$ cat config.mk
export PLATFORM = sky130hd
export DESIGN_NAME = frame_sync_sup
export DESIGN_NICKNAME = d
export VERILOG_FILES = /design/src/rtl/fss_pkg.sv /design/src/rtl/fss_sampler.sv /design/src/rtl/fss_period.sv /design/src/rtl/fss_irq.sv /design/src/rtl/frame_sync_sup.sv
export SDC_FILE = /design/constraint.sdc
export NUM_CORES = 1
export LEC_CHECK = 0
export BUFFER_PORTS_ARGS = -buffer_cell sky130_fd_sc_hd__buf_4
export CAP_MARGIN = 10
export CORE_MARGIN = 3
export CORE_UTILIZATION = 56
export CTS_BUF_LIST = sky130_fd_sc_hd__clkbuf_16
export CTS_CLUSTER_DIAMETER = 80
export CTS_CLUSTER_SIZE = 40
export DETAILED_ROUTE_END_ITERATION = 8
export GPL_TIMING_DRIVEN = 0
export PLACE_DENSITY = 0.84
export SLEW_MARGIN = 20
export SYNTH_ARGS = -nofsm -noshare
export SYNTH_HDL_FRONTEND = slang
export SYNTH_SLANG_ARGS = --single-unit
$ cat constraint.sdc
create_clock -name clk_i -period 2.1 [get_ports clk_i]
set_input_delay 0.105 -clock clk_i [delete_from_list [all_inputs] [get_ports clk_i]]
set_output_delay 0.105 -clock clk_i [all_outputs]
set_load 0.03 [all_outputs]
$ cat src/rtl/fss_pkg.sv
package fss_pkg;
  typedef enum logic {
    TICK_ON_RISE = 1'b0,
    TICK_ON_FALL = 1'b1
  } tick_edge_e;

  localparam int unsigned BITS_PER_SLOT = 8;
endpackage

$ cat src/rtl/fss_sampler.sv
module fss_sampler
  import fss_pkg::*;
(
  input  logic clk_i,
  input  logic rst_ni,
  input  logic pdc_i,
  input  logic fsync_i,
  input  logic edge_sel_i,
  output logic tick_o,
  output logic fs_edge_o
);
  logic pdc_q;
  logic fs_q;
  tick_edge_e mode;

  assign mode = tick_edge_e'(edge_sel_i);

  always_comb begin
    unique case (mode)
      TICK_ON_RISE: tick_o = pdc_i & ~pdc_q;
      TICK_ON_FALL: tick_o = ~pdc_i & pdc_q;
      default:      tick_o = 1'b0;
    endcase
  end

  // frame edge judged against the previous tick's sample only
  assign fs_edge_o = tick_o & fsync_i & ~fs_q;

  always_ff @(posedge clk_i or negedge rst_ni) begin
    if (!rst_ni) begin
      pdc_q <= 1'b0;
      fs_q  <= 1'b0;
    end else begin
      pdc_q <= pdc_i;
      if (tick_o) fs_q <= fsync_i;
    end
  end
endmodule

$ cat src/rtl/fss_period.sv
module fss_period #(
  parameter int unsigned CNT_W    = 12,
  parameter int unsigned GOOD_REQ = 2
) (
  input  logic             clk_i,
  input  logic             rst_ni,
  input  logic             tick_i,
  input  logic             fs_edge_i,
  input  logic [CNT_W-1:0] exp_len_i,
  output logic [CNT_W-1:0] cnt_o,
  output logic             ref_o,
  output logic             sync_o,
  output logic             chg_o
);
  localparam int unsigned GW = $clog2(GOOD_REQ + 1);
  localparam logic [GW-1:0] GOOD_MAX = GW'(GOOD_REQ);

  logic [CNT_W-1:0] cnt_q, cnt_d;
  logic [GW-1:0]    good_q, good_d;
  logic             ref_q, ref_d;
  logic             sync_q, sync_d;
  logic             full;

  assign full = (cnt_q == exp_len_i);

  always_comb begin
    cnt_d  = cnt_q;
    good_d = good_q;
    ref_d  = ref_q;
    if (tick_i) begin
      if (fs_edge_i) begin
        cnt_d = CNT_W'(1);
        ref_d = 1'b1;
        if (ref_q) begin
          if (full) good_d = (good_q == GOOD_MAX) ? GOOD_MAX : good_q + GW'(1);
          else      good_d = '0;
        end
      end else if (ref_q) begin
        if (full) begin
          // period overran: drop reference and wait for a fresh edge
          ref_d  = 1'b0;
          good_d = '0;
        end else begin
          cnt_d = cnt_q + CNT_W'(1);
        end
      end
    end
    sync_d = (good_d == GOOD_MAX);
  end

  always_ff @(posedge clk_i or negedge rst_ni) begin
    if (!rst_ni) begin
      cnt_q  <= '0;
      good_q <= '0;
      ref_q  <= 1'b0;
      sync_q <= 1'b0;
    end else begin
      cnt_q  <= cnt_d;
      good_q <= good_d;
      ref_q  <= ref_d;
      sync_q <= sync_d;
    end
  end

  assign cnt_o  = cnt_q;
  assign ref_o  = ref_q;
  assign sync_o = sync_q;
  assign chg_o  = sync_d ^ sync_q;
endmodule

$ cat src/rtl/fss_irq.sv
module fss_irq (
  input  logic clk_i,
  input  logic rst_ni,
  input  logic chg_i,
  input  logic clr_i,
  output logic irq_o
);
  logic irq_q;

  always_ff @(posedge clk_i or negedge rst_ni) begin
    if (!rst_ni)    irq_q <= 1'b0;
    else if (chg_i) irq_q <= 1'b1;
    else if (clr_i) irq_q <= 1'b0;
  end

  assign irq_o = irq_q;
endmodule

$ cat src/rtl/frame_sync_sup.sv
module frame_sync_sup
  import fss_pkg::*;
#(
  parameter int unsigned MAX_SLOTS = 128,
  parameter int unsigned SLOT_W    = $clog2(MAX_SLOTS + 1),
  parameter int unsigned CNT_W     = $clog2(MAX_SLOTS * BITS_PER_SLOT * 2 + 1)
) (
  input  logic              clk_i,
  input  logic              rst_ni,
  input  logic              pdc_i,
  input  logic              fsync_i,
  input  logic              edge_sel_i,
  input  logic              double_rate_i,
  input  logic [SLOT_W-1:0] slots_i,
  input  logic              irq_clr_i,
  output logic              in_sync_o,
  output logic              irq_o
);
  localparam int unsigned SLOT_SH = $clog2(BITS_PER_SLOT);

  logic             tick;
  logic             fs_edge;
  logic [CNT_W-1:0] exp_len;
  logic [CNT_W-1:0] cnt;
  logic             has_ref;
  logic             chg;

  assign exp_len = CNT_W'(slots_i) << (SLOT_SH + int'(double_rate_i));

  fss_sampler u_sampler (
    .clk_i      (clk_i),
    .rst_ni     (rst_ni),
    .pdc_i      (pdc_i),
    .fsync_i    (fsync_i),
    .edge_sel_i (edge_sel_i),
    .tick_o     (tick),
    .fs_edge_o  (fs_edge)
  );

  fss_period #(.CNT_W(CNT_W), .GOOD_REQ(2)) u_period (
    .clk_i     (clk_i),
    .rst_ni    (rst_ni),
    .tick_i    (tick),
    .fs_edge_i (fs_edge),
    .exp_len_i (exp_len),
    .cnt_o     (cnt),
    .ref_o     (has_ref),
    .sync_o    (in_sync_o),
    .chg_o     (chg)
  );

  fss_irq u_irq (
    .clk_i  (clk_i),
    .rst_ni (rst_ni),
    .chg_i  (chg),
    .clr_i  (irq_clr_i),
    .irq_o  (irq_o)
  );
endmodule

# Word-level counts from Yosys, hierarchy flattened
# Cells that the tools add are included.
[totals] reg_bits=19 inputBits=15 output_inout_bits=2
[classes] n_addsub=3 n_eq_ne=4 shift=1 mux=16 n_bitwise=9 reduce_logical=3
[ops] operator="12-bit 2-to-1 mux" count=3
[ops] operator="2-bit 2-to-1 mux" count=7
[ops] operator="12-bit by 1-bit adder with 12-bit output, second input constant" count=1
[ops] operator="12-bit equality test" count=1
[ops] operator="8-bit by 3-bit left shift with 12-bit output" count=1
[ops] operator="1-bit 2-to-1 mux" count=5
[ops] operator="1-bit AND" count=4
[ops] operator="2-bit equality test, second input constant" count=2
[ops] operator="1-bit NOT" count=4
[ops] operator="2-bit nonzero test" count=2
[ops] operator="2-bit by 1-bit adder with 3-bit output, first input constant" count=1
[ops] operator="3-bit AND reduction" count=1
[ops] operator="2-bit by 1-bit adder with 2-bit output, second input constant" count=1
[ops] operator="2-bit inequality test, second input constant" count=1
[ops] operator="1-bit one-hot mux with 2 select lines" count=1
[ops] operator="1-bit bitwise XOR" count=1

# Longest topological paths before layout
[logic_depth] word_depth=10 depth_mapped=9 depth_no_buf=8

# Cells and area by module
# A second synthesis with hierarchy kept.
[hier_totals] hier_cells=132 hier_area_um2=1286.2
[by_module_without_submodules] mod="fss_period" instances=1 cells_each=105 area_each_um2=982.2 seq_area_each_um2=400.4
[by_module_without_submodules] mod="frame_sync_sup" instances=1 cells_each=11 area_each_um2=136.4 seq_area_each_um2=0.0
[by_module_without_submodules] mod="fss_sampler" instances=1 cells_each=13 area_each_um2=131.4 seq_area_each_um2=50.0
[by_module_without_submodules] mod="fss_irq" instances=1 cells_each=3 area_each_um2=36.3 seq_area_each_um2=25.0

# Worst setup path after synthesis
# Ideal clock, no wire load.
[synth_path] path_type="reg-to-reg" start="register u_sampler.pdc_q" end="register u_period.cnt_q[7] (netlist: u_period.cnt_o[7])" arrival_ns=1.679 t_required_ns=1.968 path_slack_ns=0.289 path_stages_with_launch=8 n_path_buf=0 synth_period_minus_slack_ns=1.811 path_cell_list="dfrtp_1 or2_1 mux2i_1 and2_1 nand2_1 nor4b_2 xnor2_1 nor2_1"
[synth_via] elab_chain_len=7
[synth_lines] element="start: declaration" line="fss_sampler.sv:12" text="logic pdc_q;"
[synth_lines] element="start signal: assignment" line="fss_sampler.sv:34" text="pdc_q <= pdc_i;"
[synth_lines] element="1-bit NOT" line="fss_sampler.sv:20" text="TICK_ON_RISE: tick_o = pdc_i & ~pdc_q;"
[synth_lines] element="1-bit AND" line="fss_sampler.sv:20"
[synth_lines] element="1-bit one-hot mux with 2 select lines (*)" line="fss_sampler.sv:19" text="unique case (mode)"
[synth_lines] element="1-bit AND (2 in a row)" line="fss_sampler.sv:27" text="assign fs_edge_o = tick_o & fsync_i & ~fs_q;"
[synth_lines] element="2-bit inequality test (no line) or 2-bit nonzero test (tied branches)"
[synth_lines] element="3-bit AND reduction (no line)"
[synth_lines] element="end signal: assignment" line="fss_period.sv:58" text="cnt_q <= cnt_d;"
[synth_lines] element="end: declaration" line="fss_period.sv:18" text="logic [CNT_W-1:0] cnt_q, cnt_d;"
# Mark *: on every way between the ends. The rest lies on a longest branch, timed or not.
# A chain may end at the register's enable or synchronous reset.

# Worst setup path in the final report
[layout_path] start="register u_period.cnt_q[9] (netlist: u_period.cnt_o[9])" end="register u_period.cnt_q[10] (netlist: u_period.cnt_o[10])"
[layout_via] elab_chain_len=4
[layout_lines] element="12-bit by 1-bit adder with 12-bit output" line="fss_period.sv:44" text="cnt_d = cnt_q + CNT_W'(1);"
[layout_lines] element="12-bit 2-to-1 mux" line="fss_period.sv:39" text="if (full) begin"
[layout_lines] element="12-bit 2-to-1 mux" line="fss_period.sv:38" text="end else if (ref_q) begin"
[layout_lines] element="12-bit 2-to-1 mux" line="fss_period.sv:31" text="if (fs_edge_i) begin"
# Parallel ways exist; a longest one is shown, timed or not. The select of a mux whose other input is x is not followed.

==> summary.md <==
| Metric | Value |
|---|---|
| Yosys warning count | `0` |
| Final WS setup | `0.121 ns` |
| Clk Latency, worst-skew pair | `0.25 ns` |
| Status | `complete, no violations` |
| Top post-synthesis cells by area | `dfrtp_1, xnor2_1, mux2i_1` |
| Post-route ant nets | `0` |
| Hold endpoint | `u_sampler.pdc_q` |
| CTS H-tree lvls | `1` |
| CP Launch Type | `register` |
| Final worst path period share | `94.2%` |
| Min-delay src | `pdc_i` |
| Fraction of layout cells with a size suffix above 1 | `19.9%` |
| Final GP Congestion | `0.756` |
| Crit. End Element | `register` |
| Core Util, Final | `74.6%` |
| Crit path kind | `reg2reg` |
| Setup bufs post-CTS | `0` |
| Final setup viols | `0` |
| FFs w/ async S/R, synth | `100%` |
| Worst Hold Class | `in2reg` |
| Reg-to-reg slack, setup | `0.12 ns` |
| Seq/Total Area, Yosys | `37.6%` |
| Grt ovf | `0` |
| Routed vias/inst | `5.78` |
| Slew Viols, Final | `0` |
| Port Buf Inserts | `16` |
| CTS max path bufs | `2` |
| Worst vdd ir | `570 uV` |
| Fillcell total | `141` |
| Clk slew on worst S/H paths | `0.05 ns` |
| F_max | `505 MHz` |
| Nets@finish | `175` |
| Cells after synthesis | `135` |
| Die width | `53.5 um` |
| Total die area | `0.00286 mm2` |
| Worst r2r path cells | `8` |
| Post-synth cell types | `36` |
| Syn Std Cell Area | `0.00126 mm2` |
| Initial core utilization | `61.9%` |
| First-pass DRT Iterations | `4` |
| Row cnt | `16` |
| Final hold viol count | `0` |
| First-pass GRT wire length | `4590 um` |
| Final worst path period need | `1.98 ns` |
| RR Startpoint | `u_period.cnt_o[9]` |
| Mean Syn Cell Area | `9.36 um2` |
| Data arrival, critical path | `2.10 ns` |
| RSZ-0062 raised after global routing | `false` |
| Multi-input gate area in the final layout | `733 um2` |
| Antenna diode count | `0` |
| CTS tree | `yes` |
| Setup TNS | `0 ns` |
| Dpl hpwl | `1980 um` |
| Leak Pwr | `0.679 nW` |
| Root buf cell | `clkbuf_16` |
| Critical R2R Capture | `u_period.cnt_o[10]` |
| Power per standard cell area | `716 mW/mm2` |
| WP data required | `2.22 ns` |
| Routed WL | `2720 um` |
| Die H | `53.5 um` |
| Area Overhead vs Synth | `20.6%` |
| Remaining DRCs | `0` |
| Synth top area share | `37.6%` |
| Clock sinks | `19` |
| Worst rel slew slack | `71.2%` |
| Ys flop type | `dfrtp_1` |
| Worst-margin pin slew | `0.432 ns` |
| Seq cells post-synth | `19` |
| Initial antenna violation count | `0` |
| GR Util All Layers | `22.1%` |
| Drt wl/cell | `14.8 um` |
| Largest net degree at the start of global routing | `20` |
| Skew final | `0.00360 ns` |
| Largest area contributor in the netlist | `dfrtp_1` |
| # IOs | `17` |
| Worst-path fanout max | `10` |
| Core box area | `0.00204 mm2` |
| Worst hold path depth | `1` |
| Max-cap check violation count | `0` |
| Number of global-route vias before repair | `1,064` |
| Register area | `475 um2` |
| DP Worst Slack | `0.0129 ns` |
| Post-Syn Nets | `153` |
| Initial drt markers | `29` |
| Post-synth EDFFs | `0` |
| Vias | `1,058` |
| CTS Buf Count | `3` |
==> per-stage QoR <==
stage / hold WS, ns / cell area (um2) / power [mW] / instances
5_1_grt: 0.0321 / 1520 / 1.16 / 183
4_1_cts: 0.0176 / 1510 / 1.09 / 183
2_1_floorplan: -0.191 / 1260 / 0.621 / 135
6_report: 0.0364 / 1520 / 1.09 / 183
3_5_place_dp: -0.0110 / 1420 / 0.702 / 178
3_3_place_gp: -0.0133 / 1420 / 0.685 / 178
==> report_power, final <==
part	internal (mW)	switching (mW)
logic	0.119	0.126
registers	0.411	0.0509
clock network	0.255	0.129
total	0.785	0.306
==> layout by cell type, fill, tap and decap left out, types with 2 or more instances in the layout <==
cell / n
inv_1: 11
buf_6: 2
a21oi_1: 2
clkbuf_1: 2
o211ai_1: 2
nor2_1: 14
nor3_1: 4
nand2_1: 9
nor3b_1: 2
nor2b_1: 3
o22ai_1: 3
nand2b_1: 4
nand4_1: 3
xnor2_1: 16
dfrtp_1: 19
ha_1: 3
nor4b_2: 3
and3_1: 2
mux2i_1: 7
clkbuf_16: 3
buf_4: 16
nand3_1: 3
nor4_1: 3
==> layout make-up <==
type,instances,share of cell area [%]
multi-input cells,101,48.1
flip-flops and latches,19,31.2
repair buffers,17,8.54
clock buffers,3,4.93
inverters,11,2.71
well taps,27,2.22
plain buffers,4,1.97
clock inverters,1,0.328
==> kinds of logic (layout without fill, tap and decap cells) <==
kind of cell	Yosys count	in the layout	synth area share, %
AND/OR/NAND/NOR	57	57	26.4
flip-flops	19	19	37.6
multiplexers	8	8	6.34
XOR/XNOR	17	17	11.8
AO/OA/AOI/OAI	16	16	9.21
adder cells (fa/ha/maj)	3	3	2.97
buffers and inverters	15	36	5.64
==> cell usage after synthesis, types with 4 or more instances <==
cell type  count
nor3_1         4
nand2_1       10
xnor2_1       16
mux2i_1        8
nand2b_1       4
dfrtp_1       19
nor2_1        14
inv_1         11
==> critical path: stages (launching register included) <==
cell and delay [ns]:
dfrtp_1 0.49, nand2b_1 0.11, a32oi_1 0.24, nor4_1 0.08, and4b_4 0.21, buf_6 0.15, nor4_1 0.34, xnor2_1 0.18
nor2_1 0.06
==> sequential cells by signal, indices dropped and copies added (netlist names) <==
| register | count |
|---|---|
| u_sampler.pdc_q | 1 |
| u_sampler.fs_q | 1 |
| u_period.ref_o | 1 |
| u_irq.irq_o | 1 |
| u_period.good_q | 2 |
| u_period.sync_o | 1 |
| u_period.cnt_o | 12 |
==> metal layers <==
layer  GRT usage [%]  part of all wire (%)
met5               0                     0
met4            10.2                  0.99
met3            2.82                   4.3
met2            38.4                    51
met1            27.0                    43
==> what timing repair did <==
item | 4_1_cts | 5_1_grt
hold endpoints to repair | 19 | 0
resized for setup | 1 | 4
hold buffers | 1 | 0
endpoints found under the setup margin | 2 | 11
==> worst max-delay path by stage <==
stage	startpoint	end	slack, ns	depth (start not counted)
after floorplan	u_sampler.pdc_q	u_period.cnt_o[7]	0.29	7
after global placement	u_sampler.pdc_q	u_period.cnt_o[7]	0.12	7
after detailed placement	u_sampler.pdc_q	u_period.cnt_o[9]	0.01	7
after CTS	u_sampler.pdc_q	u_period.cnt_o[7]	0.04	7
after global routing	u_period.cnt_o[9]	u_period.cnt_o[8]	0.02	8
final	u_period.cnt_o[9]	u_period.cnt_o[10]	0.12	8
Power figures use the tool's default switching activity.
